$ cat src/rtl/uart_rxq_pkg.sv
package uart_rxq_pkg;
  localparam int STALE_W      = 18;
  localparam int LIMIT_W      = 16;
  localparam int STALE_EN_BIT = 5;
  localparam logic [STALE_W-1:0] STALE_DEFAULT = 18'h00021;

  localparam logic [3:0] CMD_FLUSH   = 4'd1;
  localparam logic [3:0] CMD_CLR_OVR = 4'd3;

  // status bit positions
  localparam int ST_NONEMPTY = 0;
  localparam int ST_FULL     = 1;
  localparam int ST_OVERRUN  = 4;
  localparam int ST_ERR      = 5;
  localparam int ST_BRK      = 6;

  // limit = {reg[17:7], reg[4:0]}
  function automatic logic [LIMIT_W-1:0] stale_limit(input logic [STALE_W-1:0] r);
    return {r[17:7], r[4:0]};
  endfunction
endpackage

$ cat src/rtl/uart_rxq_fifo.sv
module uart_rxq_fifo #(
  parameter int DEPTH = 64,
  parameter int W     = 10,
  localparam int AW   = $clog2(DEPTH),
  localparam int CW   = AW + 1
) (
  input  logic          clk,
  input  logic          rst_n,
  input  logic          flush,
  input  logic          wr,
  input  logic [W-1:0]  wdata,
  input  logic          rd,
  output logic [W-1:0]  rdata,
  output logic          empty,
  output logic          full,
  output logic [CW-1:0] count
);
  logic [W-1:0]  mem [DEPTH];
  logic [AW-1:0] wp, rp;

  function automatic logic [AW-1:0] nxt(input logic [AW-1:0] p);
    return (p == AW'(DEPTH - 1)) ? '0 : p + 1'b1;
  endfunction

  assign empty = (count == '0);
  assign full  = (count == CW'(DEPTH));
  assign rdata = mem[rp];

  always_ff @(posedge clk) begin
    if (wr && !flush) mem[wp] <= wdata;
  end

  always_ff @(posedge clk or negedge rst_n) begin
    if (!rst_n) begin
      wp <= '0; rp <= '0; count <= '0;
    end else if (flush) begin
      wp <= '0; rp <= '0; count <= '0;
    end else begin
      if (wr) wp <= nxt(wp);
      if (rd) rp <= nxt(rp);
      case ({wr, rd})
        2'b10:   count <= count + 1'b1;
        2'b01:   count <= count - 1'b1;
        default: count <= count;
      endcase
    end
  end
endmodule

$ cat src/rtl/uart_rxq_stale.sv
module uart_rxq_stale #(
  parameter int LW = 16
) (
  input  logic          clk,
  input  logic          rst_n,
  input  logic          restart,
  input  logic          tick,
  input  logic          pending,
  input  logic          enable,
  input  logic [LW-1:0] limit,
  output logic          stale
);
  logic [LW-1:0] cnt;

  always_ff @(posedge clk or negedge rst_n) begin
    if (!rst_n)                       cnt <= '0;
    else if (restart || !pending)     cnt <= '0;
    else if (tick && (cnt < limit))   cnt <= cnt + 1'b1;
  end

  assign stale = enable && pending && (cnt >= limit);
endmodule

$ cat src/rtl/uart_rxq_top.sv
module uart_rxq_top
  import uart_rxq_pkg::*;
#(
  parameter int DEPTH = 64,
  parameter int DW    = 8,
  localparam int CW   = $clog2(DEPTH) + 1,
  localparam int EW   = DW + 2
) (
  input  logic          clk,
  input  logic          rst_n,
  input  logic          in_valid,
  output logic          in_ready,
  input  logic [DW-1:0] in_data,
  input  logic          in_brk,
  input  logic          in_err,
  input  logic          tick,
  input  logic          cfg_we,
  input  logic          cfg_sel,
  input  logic [17:0]   cfg_wdata,
  input  logic          cmd_valid,
  input  logic [3:0]    cmd_code,
  output logic          out_valid,
  input  logic          out_ready,
  output logic [DW-1:0] out_data,
  output logic [7:0]    status,
  output logic          level_irq,
  output logic          stale_irq
);
  localparam logic [CW-1:0] WM_RESET = CW'((DEPTH * 3) / 4);

  logic              flush, clr_ovr, pop, accept, ovr_set;
  logic              empty, full;
  logic [CW-1:0]     fill;
  logic [EW-1:0]     head;
  logic [CW-1:0]     wm_q;
  logic [STALE_W-1:0] idle_q;
  logic              ovr_q;

  assign flush   = cmd_valid && (cmd_code == CMD_FLUSH);
  assign clr_ovr = cmd_valid && (cmd_code == CMD_CLR_OVR);
  assign pop     = out_ready && !empty && !flush;
  assign accept  = in_valid && (!full || pop) && !flush;
  assign ovr_set = in_valid && full && !pop && !flush;
  assign in_ready = !full || out_ready;

  uart_rxq_fifo #(.DEPTH(DEPTH), .W(EW)) u_fifo (
    .clk(clk), .rst_n(rst_n), .flush(flush),
    .wr(accept), .wdata({in_brk, in_err, in_data}),
    .rd(pop), .rdata(head),
    .empty(empty), .full(full), .count(fill)
  );

  uart_rxq_stale #(.LW(LIMIT_W)) u_stale (
    .clk(clk), .rst_n(rst_n),
    .restart(flush || accept), .tick(tick),
    .pending(!empty), .enable(idle_q[STALE_EN_BIT]),
    .limit(stale_limit(idle_q)), .stale(stale_irq)
  );

  always_ff @(posedge clk or negedge rst_n) begin
    if (!rst_n) begin
      wm_q   <= WM_RESET;
      idle_q <= STALE_DEFAULT;
    end else if (cfg_we) begin
      if (!cfg_sel) wm_q <= cfg_wdata[CW-1:0];
      else          idle_q <= (cfg_wdata == '0) ? STALE_DEFAULT : cfg_wdata;
    end
  end

  always_ff @(posedge clk or negedge rst_n) begin
    if (!rst_n)       ovr_q <= 1'b0;
    else if (ovr_set) ovr_q <= 1'b1;
    else if (clr_ovr) ovr_q <= 1'b0;
  end

  assign out_valid = !empty;
  assign out_data  = head[DW-1:0];
  assign level_irq = !empty && (fill >= wm_q);

  always_comb begin
    status              = '0;
    status[ST_NONEMPTY] = !empty;
    status[ST_FULL]     = full;
    status[ST_OVERRUN]  = ovr_q;
    status[ST_ERR]      = !empty && head[DW];
    status[ST_BRK]      = !empty && head[DW+1];
  end
endmodule

$ cat config.mk
export PLATFORM = sky130hd
export DESIGN_NAME = uart_rxq_top
export DESIGN_NICKNAME = d
export VERILOG_FILES = /design/src/rtl/uart_rxq_pkg.sv /design/src/rtl/uart_rxq_fifo.sv /design/src/rtl/uart_rxq_stale.sv /design/src/rtl/uart_rxq_top.sv
export SDC_FILE = /design/constraint.sdc
export NUM_CORES = 1
export LEC_CHECK = 0
export ABC_CLOCK_PERIOD_IN_PS = 3700
export BUFFER_PORTS_ARGS = -buffer_cell sky130_fd_sc_hd__buf_2
export CAP_MARGIN = 40
export CORE_MARGIN = 1
export CORE_UTILIZATION = 62
export DETAILED_ROUTE_END_ITERATION = 8
export PLACE_DENSITY_LB_ADDON = 0.2
export SYNTH_ARGS = -nofsm -noshare
export SYNTH_HDL_FRONTEND = slang
export SYNTH_SLANG_ARGS = --single-unit
$ cat constraint.sdc
create_clock -name clk -period 3.7 [get_ports clk]
set_input_delay 0.555 -clock clk [delete_from_list [all_inputs] [get_ports clk]]
set_output_delay 0.555 -clock clk [all_outputs]
set_load 0.005 [all_outputs]
Yosys cells after proc, flatten, opt, wreduce, memory -nomap -nowiden. Memories as Yosys holds them, arrays and structs flattened. Cells that the tools add are included.

Flip-flop bits (word level): 61. RAM bits: 640. Input port bits: 40. Output and inout bits: 20. Memories kept: 1.

Memories: u_fifo.mem (words 64, width 10, rd ports 1, clocked after memory_dff 0, wr ports 1, line uart_rxq_fifo.sv:18) `logic [W-1:0] mem [DEPTH];`.

Add/subtract/negate cells: 5. Order comparisons: 3. Eq/ne operators: 7. Mux-type cells: 15. Bitwise gates (word level): 1. Reductions and logical operators: 33.

Operators by type and width (number): $mux W6 (6); $mux W16 (2); $logic_not A18 Y1 (1); $mux W18 (1); $add A16 B1 Y16 const B (1); $ge A16 B16 Y1 (1); $logic_and A1 B1 Y1 (16); $lt A16 B16 Y1 (1); $pmux W7 S2 (1); $add A6 B1 Y6 const B (2); $eq A6 B6 Y1 const B (2); $reduce_bool A2 Y1 (4); $add A7 B1 Y7 const B (1); $eq A7 B7 Y1 const B (1); $ge A7 B7 Y1 (1); $logic_not A7 Y1 (1); $mux W7 (1); $sub A7 B1 Y7 const B (1); $eq A4 B1 Y1 const B (1); $eq A4 B2 Y1 const B (1); $logic_not A1 Y1 (4); $logic_or A1 B1 Y1 (4); $mux W1 (4); $reduce_and A2 Y1 (2); other kinds (4) (4).

Depth between registers and ports, before layout.
Depth in word-level cells: 10. Gate-level depth with buffers: 13. Gate-level depth less buffers: 13.

Hierarchy. A second synthesis with hierarchy kept.

Cell total of the unflattened synthesis: 1543. Area total of the unflattened synthesis: 28708.8 um^2.

By module, submodules not included: uart_rxq_fifo (instances 1, cells each 1286, area an instance 26133.8 um^2, seq. area each 19693.9 um^2); uart_rxq_top (instances 1, cells each 106, area an instance 1292.5 um^2, seq. area each 630.6 um^2); uart_rxq_stale (instances 1, cells each 151, area an instance 1282.5 um^2, seq. area each 400.4 um^2).

Worst setup path after synthesis. No wires, ideal clock.

Kind: reg-to-reg. Start: register u_fifo.count[2]. End: register u_fifo.count[6]. Arrival time: 2892 ps. Setup slack: 726 ps. Stages on the path, launching flop included: 14. Path buffers: 0. Period minus slack after synthesis: 2974 ps. Path through: dfrtp_1 nor4_2 and2_1 and2b_1 inv_2 nand2_1 nor3_1 fa_1 a211oi_1 o21bai_1 a21oi_1 nand3b_1 a21o_1 a31oi_1.

Longest elaborated chain between the ends: 10. Elaborated cells on any way between the ends: 16. Classes of those cells: 2 x add/sub; 3 x eq/ne; 2 x mux; 9 x reduce/logical.

Ends and longest elaborated chain: start, declared (line uart_rxq_fifo.sv:16) `output logic [CW-1:0] count`; start signal, assigned (line uart_rxq_fifo.sv:42) `2'b10: count <= count + 1'b1;`; start signal, assigned (line uart_rxq_fifo.sv:43) `2'b01: count <= count - 1'b1;`; start signal, assigned (line uart_rxq_fifo.sv:44) `default: count <= count;`; $logic_not A7 Y1 (*) (line uart_rxq_fifo.sv:25) `assign empty = (count == '0);`; $logic_not A1 Y1 (*); via out_valid (line uart_rxq_top.sv:22) `output logic out_valid,`; $logic_and A1 B1 Y1 (*) (2 in a row) (line uart_rxq_top.sv:41) `assign pop = out_ready && !empty && !flush;`; $logic_or A1 B1 Y1 (line uart_rxq_top.sv:42) `assign accept = in_valid && (!full || pop) && !flush;`; $logic_and A1 B1 Y1 (2 in a row) (line uart_rxq_top.sv:42); $eq A2 B1 Y1 or $eq A2 B2 Y1 (tied branches) (line uart_rxq_fifo.sv:41) `case ({wr, rd})`; $pmux W7 S2 (line uart_rxq_fifo.sv:41); $mux W7 (line uart_rxq_fifo.sv:36) `end else if (flush) begin`.

The timed path passes the listed nets; every way through them passes the cells marked *. A chain may end at the register's enable or synchronous reset.

Worst setup path after layout.
Start: register u_fifo.rp[0]. End: output out_data[2].

Longest elaborated chain between the ends: 1.

Ends and longest elaborated chain: start, declared (line uart_rxq_fifo.sv:19) `logic [AW-1:0] wp, rp;`; start signal, assigned (line uart_rxq_fifo.sv:40) `if (rd) rp <= nxt(rp);`; $mem_v2 Z64 W10; end, declared (line uart_rxq_top.sv:24) `output logic [DW-1:0] out_data,`.

Every way passes these cells.

==> impl_results.html <==
<table>
<tr><th>Metric</th><th>Value</th></tr>
<tr><th colspan="2">Setup path</th></tr>
<tr><td>CP Launch Point</td><td>u_fifo.rp[0]</td></tr>
<tr><td>Crit path arrival time</td><td>roughly 3.1 ns</td></tr>
<tr><td>Largest stage delay on the critical path</td><td>0.53 ns</td></tr>
<tr><td>Cell occurring most often along the worst timing path</td><td>sky130_fd_sc_hd__buf_12</td></tr>
<tr><td>Required arrival time at the worst endpoint</td><td>roughly 3.1 ns</td></tr>
<tr><td>Total stage count of the critical path</td><td>9</td></tr>
<tr><td>Endpoint of the worst register-to-register path</td><td>u_fifo.count[6]</td></tr>
<tr><td>CP Launch Type</td><td>flop</td></tr>
<tr><td>Category of the worst setup path capture point</td><td>output pin</td></tr>
<tr><td>Critical path's slowest cell</td><td>sky130_fd_sc_hd__mux4_2</td></tr>
<tr><td>Highest fanout seen on the critical path</td><td>14</td></tr>
<tr><td>Kind of cell adding the most delay to the critical path</td><td>compound AO/OA/AOI/OAI gates</td></tr>
<tr><td>FF-to-FF setup slack</td><td>0.31 ns</td></tr>
<tr><td>RR Startpoint</td><td>u_fifo.count[2]</td></tr>
<tr><td>Number of cells traversed by the worst register-to-register path</td><td>13</td></tr>
<tr><td>Worst Path Class, Setup</td><td>flop to output pin</td></tr>
<tr><td>Cells along the critical path</td><td>buf_12 -&gt; buf_4 -&gt; buf_12 -&gt; mux4_2 -&gt; a22oi_1 -&gt; a21oi_1 -&gt; a21oi_2 -&gt; o211ai_1 -&gt; buf_2</td></tr>
<tr><td>Number of buffers and inverters on the critical path</td><td>4</td></tr>
<tr><th colspan="2">Route</th></tr>
<tr><td>Number of design rule violations left after detail routing</td><td>0</td></tr>
<tr><td>Detailed Route WL</td><td>69600 um</td></tr>
<tr><td>Total number of vias</td><td>16000</td></tr>
<tr><td>Final ANT Viol Nets</td><td>0</td></tr>
<tr><td>Count of TritonRoute iterations in the first routing pass</td><td>5</td></tr>
<tr><td>Mean routed wirelength per cell</td><td>around 29 um</td></tr>
<tr><td>Post-detailed-route via-to-cell ratio</td><td>6.61</td></tr>
<tr><td>DRC marker count from the first detailed-route iteration</td><td>about 2000</td></tr>
<tr><th colspan="2">Synthesis</th></tr>
<tr><td>Flip-flop cell with the highest count after synthesis</td><td>sky130_fd_sc_hd__edfxtp_1</td></tr>
<tr><td>Leading area contributor after synthesis</td><td>sky130_fd_sc_hd__edfxtp_1</td></tr>
<tr><td>Post-Synthesis Cell Area</td><td>28400 um^2</td></tr>
<tr><td>Asr flop ratio synth</td><td>under 10%</td></tr>
<tr><td>Synth Warn #</td><td>0</td></tr>
<tr><td>Per-instance average area after synthesis</td><td>18.0 um^2</td></tr>
<tr><td>Most frequent cell after synthesis</td><td>sky130_fd_sc_hd__edfxtp_1</td></tr>
<tr><td>Count of flip-flops with a built-in enable after synthesis</td><td>640</td></tr>
<tr><td>Fraction of synthesized cell area taken by the top area cell type</td><td>67.6%</td></tr>
<tr><td>Sequential share of the synthesized area</td><td>72.9%</td></tr>
<tr><td>Post-synth top cells</td><td>640 x sky130_fd_sc_hd__edfxtp_1, 153 x sky130_fd_sc_hd__mux4_2, 105 x sky130_fd_sc_hd__nor2_1</td></tr>
<tr><td>Number of unique standard cell types used by synthesis</td><td>between 70 and 80</td></tr>
<tr><td>Cells after Synth</td><td>1582</td></tr>
<tr><td>Flop and latch count out of synthesis</td><td>700</td></tr>
<tr><td>Ranking of synthesized cells by area</td><td>sky130_fd_sc_hd__edfxtp_1 68%, sky130_fd_sc_hd__mux4_2 12%, sky130_fd_sc_hd__dfrtp_1 4.9%</td></tr>
<tr><th colspan="2">Min path</th></tr>
<tr><td>Hold WC Path Type</td><td>input pin to flop</td></tr>
<tr><td>Startpoint of the lowest-slack hold path</td><td>cfg_wdata[7]</td></tr>
<tr><td>Cells on Worst Hold Path</td><td>3</td></tr>
<tr><td>Hold Crit Endpoint</td><td>idle_q[7]</td></tr>
<tr><th colspan="2">Timing</th></tr>
<tr><td>Worst-case headroom to the max-slew limit</td><td>35.8%</td></tr>
<tr><td>Final Hold Viols</td><td>0</td></tr>
<tr><td>Transition time at the pin with the least slew margin</td><td>0.963 ns</td></tr>
<tr><td>Hold slack</td><td>0.189 ns</td></tr>
<tr><td>Final period demand of the worst path</td><td>~3.7 ns</td></tr>
<tr><td>Setup WS post-layout</td><td>between 0.02 and 0.03 ns</td></tr>
<tr><td>Fmax achieved</td><td>0.272 GHz</td></tr>
<tr><td>TNS Setup</td><td>0 ns</td></tr>
<tr><td>Crit share post-route</td><td>99.2%</td></tr>
<tr><td>Total setup violations reported at the end of the flow</td><td>0</td></tr>
<tr><td>Clock Skew</td><td>0.0179 ns</td></tr>
<tr><td>Count of final max-slew check failures</td><td>0</td></tr>
<tr><th colspan="2">GRT</th></tr>
<tr><td>Total gr overflow</td><td>0</td></tr>
<tr><td>Vias in the first global route</td><td>15800</td></tr>
<tr><td>Global-route wire length before repair</td><td>103000 um</td></tr>
<tr><td>Pin count of the biggest net entering global routing</td><td>50</td></tr>
<tr><td>Total global routing track utilization</td><td>30.4%</td></tr>
<tr><td>Number of antenna violations at the first check in global routing</td><td>1</td></tr>
<tr><th colspan="2">Layout</th></tr>
<tr><td>Number of nets at the end of the flow</td><td>1838</td></tr>
<tr><td>Synthesis-to-layout area growth</td><td>15.4%</td></tr>
<tr><td>Proportion of layout cells with a drive suffix above 1</td><td>a little over a quarter</td></tr>
<tr><td>N_diodes</td><td>0</td></tr>
<tr><td>Final instance count without filler cells</td><td>2423</td></tr>
<tr><td>Utilization after layout</td><td>around 73%</td></tr>
<tr><th colspan="2">Place</th></tr>
<tr><td>Port buffer count</td><td>56</td></tr>
<tr><td>Weighted congestion reported at the end of routability-driven placement</td><td>0.905</td></tr>
<tr><td>Minimum setup slack after placement</td><td>approximately 0.19 ns</td></tr>
<tr><td>Hpwl dp</td><td>43800 um</td></tr>
<tr><td>Placed Cells</td><td>approximately 2300</td></tr>
<tr><th colspan="2">Clock tree</th></tr>
<tr><td>CTS Buffer Depth</td><td>3</td></tr>
<tr><td>Clock sink count</td><td>700</td></tr>
<tr><td>CTS tree</td><td>built</td></tr>
<tr><td>Number of buffers created by CTS</td><td>70</td></tr>
<tr><td>Skew-Pair Late Insertion Delay</td><td>~0.6 ns</td></tr>
<tr><td>CTS Root Cell</td><td>sky130_fd_sc_hd__clkbuf_16</td></tr>
<tr><td>Clock Pin Slew Worst Setup and Hold Paths</td><td>0.07 ns</td></tr>
<tr><td>H-tree levels</td><td>3</td></tr>
<tr><th colspan="2">Run status</th></tr>
<tr><td>Run status</td><td>finished clean</td></tr>
<tr><th colspan="2">Die</th></tr>
<tr><td>Die Area</td><td>46700 um^2</td></tr>
<tr><td>Starting density of the core</td><td>62.8%</td></tr>
<tr><td>Number of top-level pins</td><td>60</td></tr>
<tr><td>Std-Cell Rows</td><td>slightly below 80</td></tr>
<tr><td>Die Height</td><td>between 200 and 250 um</td></tr>
<tr><td>Placeable core region</td><td>45300 um^2</td></tr>
<tr><td>Width of the die</td><td>216 um</td></tr>
<tr><th colspan="2">Pwr</th></tr>
<tr><td>LEAKAGE</td><td>0.0111 uW</td></tr>
<tr><td>P per Cell Area</td><td>665 nW/um^2</td></tr>
<tr><td>Maximum ir drop on the vdd rail</td><td>626 uV</td></tr>
<tr><th colspan="2">Flow run</th></tr>
<tr><td>Max-capacitance violation count</td><td>0</td></tr>
</table>
[area by class of cell]
type,instances,area [um^2]
sequential,700,20700
fill,2713,12400
multi-input combinational,762,7270
clock buffer,93,1980
timing repair buffer,196,1660
tap,600,751
clock inverter,36,310
inverter,36,135
[timing repair]
item	4_1_cts	5_1_grt
cloned	0	3
buffers inserted	5	5
hold endpoints to repair	12	0
setup endpoints to repair	10	11
gates resized for setup	8	20
pin swaps	0	2
hold buffers	1	0
[stage by stage]
stage	total power (uW)	cell area, um^2
after floorplan	12500	28500
after global placement	14500	29900
after detailed placement	14600	30200
after CTS	21600	32600
after global routing	22500	32800
final	21800	32800
[state kept, by name, indices dropped and copies added, names as in the netlist]
name / cells
u_fifo.mem: 640
ovr_q: 1
u_fifo.rp: 6
u_stale.cnt: 16
u_fifo.count: 7
idle_q: 17
wm_q: 7
u_fifo.wp: 6
[how the worst max path moves through the flow]
stage,end,slack [ns]
3_5_place_dp,u_fifo.count[6],0.19
6_report,out_data[2],0.03
2_1_floorplan,u_fifo.count[6],0.73
5_1_grt,out_data[4],-0.02
4_1_cts,out_data[6],-0.05
3_3_place_gp,out_data[2],0.25
[worst reg2reg max path: cells and delay by family (launching register included)]
family | cells | cell delay (ns)
AO/OA/AOI/OAI | 5 | 0.98
AND/OR/NAND/NOR | 6 | 1.36
buffers and inverters | 1 | 0.09
adder cells (fa/ha/maj) | 1 | 0.45
flip-flops | 1 | 0.42
[logic make-up (layout without fill, tap and decap cells)]
kind of cell,after synthesis,count (layout),synth area share [%]
DFF,700,700,72.9
and+or+nand+nor,312,312,5.34
adders and majority gates,32,32,1.43
muxes,184,184,13.2
other,1,3,0.0132
xor gates and xnor gates,8,8,0.246
buffers and inverters,122,361,1.93
AOI/OAI and AO/OA,223,223,4.95
[layer usage]
| metal | global-route usage [%] | share of wire [%] |
|---|---|---|
| met2 | 48.1 | 48 |
| met3 | 6.82 | 10 |
| met4 | 10.8 | 3.7 |
| met1 | 42.3 | 38 |
| met5 | 0 | 0.014 |
[cell usage in the layout, fill, tap and decap left out, types with 12 or more instances in the layout]
cell,instances
sky130_fd_sc_hd__ha_1,31
sky130_fd_sc_hd__a22oi_1,28
sky130_fd_sc_hd__a21oi_1,47
sky130_fd_sc_hd__o21ai_0,60
sky130_fd_sc_hd__clkbuf_1,16
sky130_fd_sc_hd__dfrtp_1,53
sky130_fd_sc_hd__nor2_1,105
sky130_fd_sc_hd__mux2i_1,26
sky130_fd_sc_hd__nand3_1,32
sky130_fd_sc_hd__nand2_1,73
sky130_fd_sc_hd__edfxtp_1,640
sky130_fd_sc_hd__inv_1,33
sky130_fd_sc_hd__nor2b_1,14
sky130_fd_sc_hd__clkinv_1,18
sky130_fd_sc_hd__buf_4,106
sky130_fd_sc_hd__buf_2,56
sky130_fd_sc_hd__buf_6,13
sky130_fd_sc_hd__buf_12,12
sky130_fd_sc_hd__or4_1,12
sky130_fd_sc_hd__clkbuf_16,79
sky130_fd_sc_hd__mux4_2,153
[report_power, final]
group | internal, uW | leakage, uW | switching (uW)
clock | 4110 | 0.00112 | 2910
sequential | 8910 | 0.00652 | 240
combinational | 2400 | 0.00348 | 3260
No activity file was read; power rests on OpenSTA's default activity.
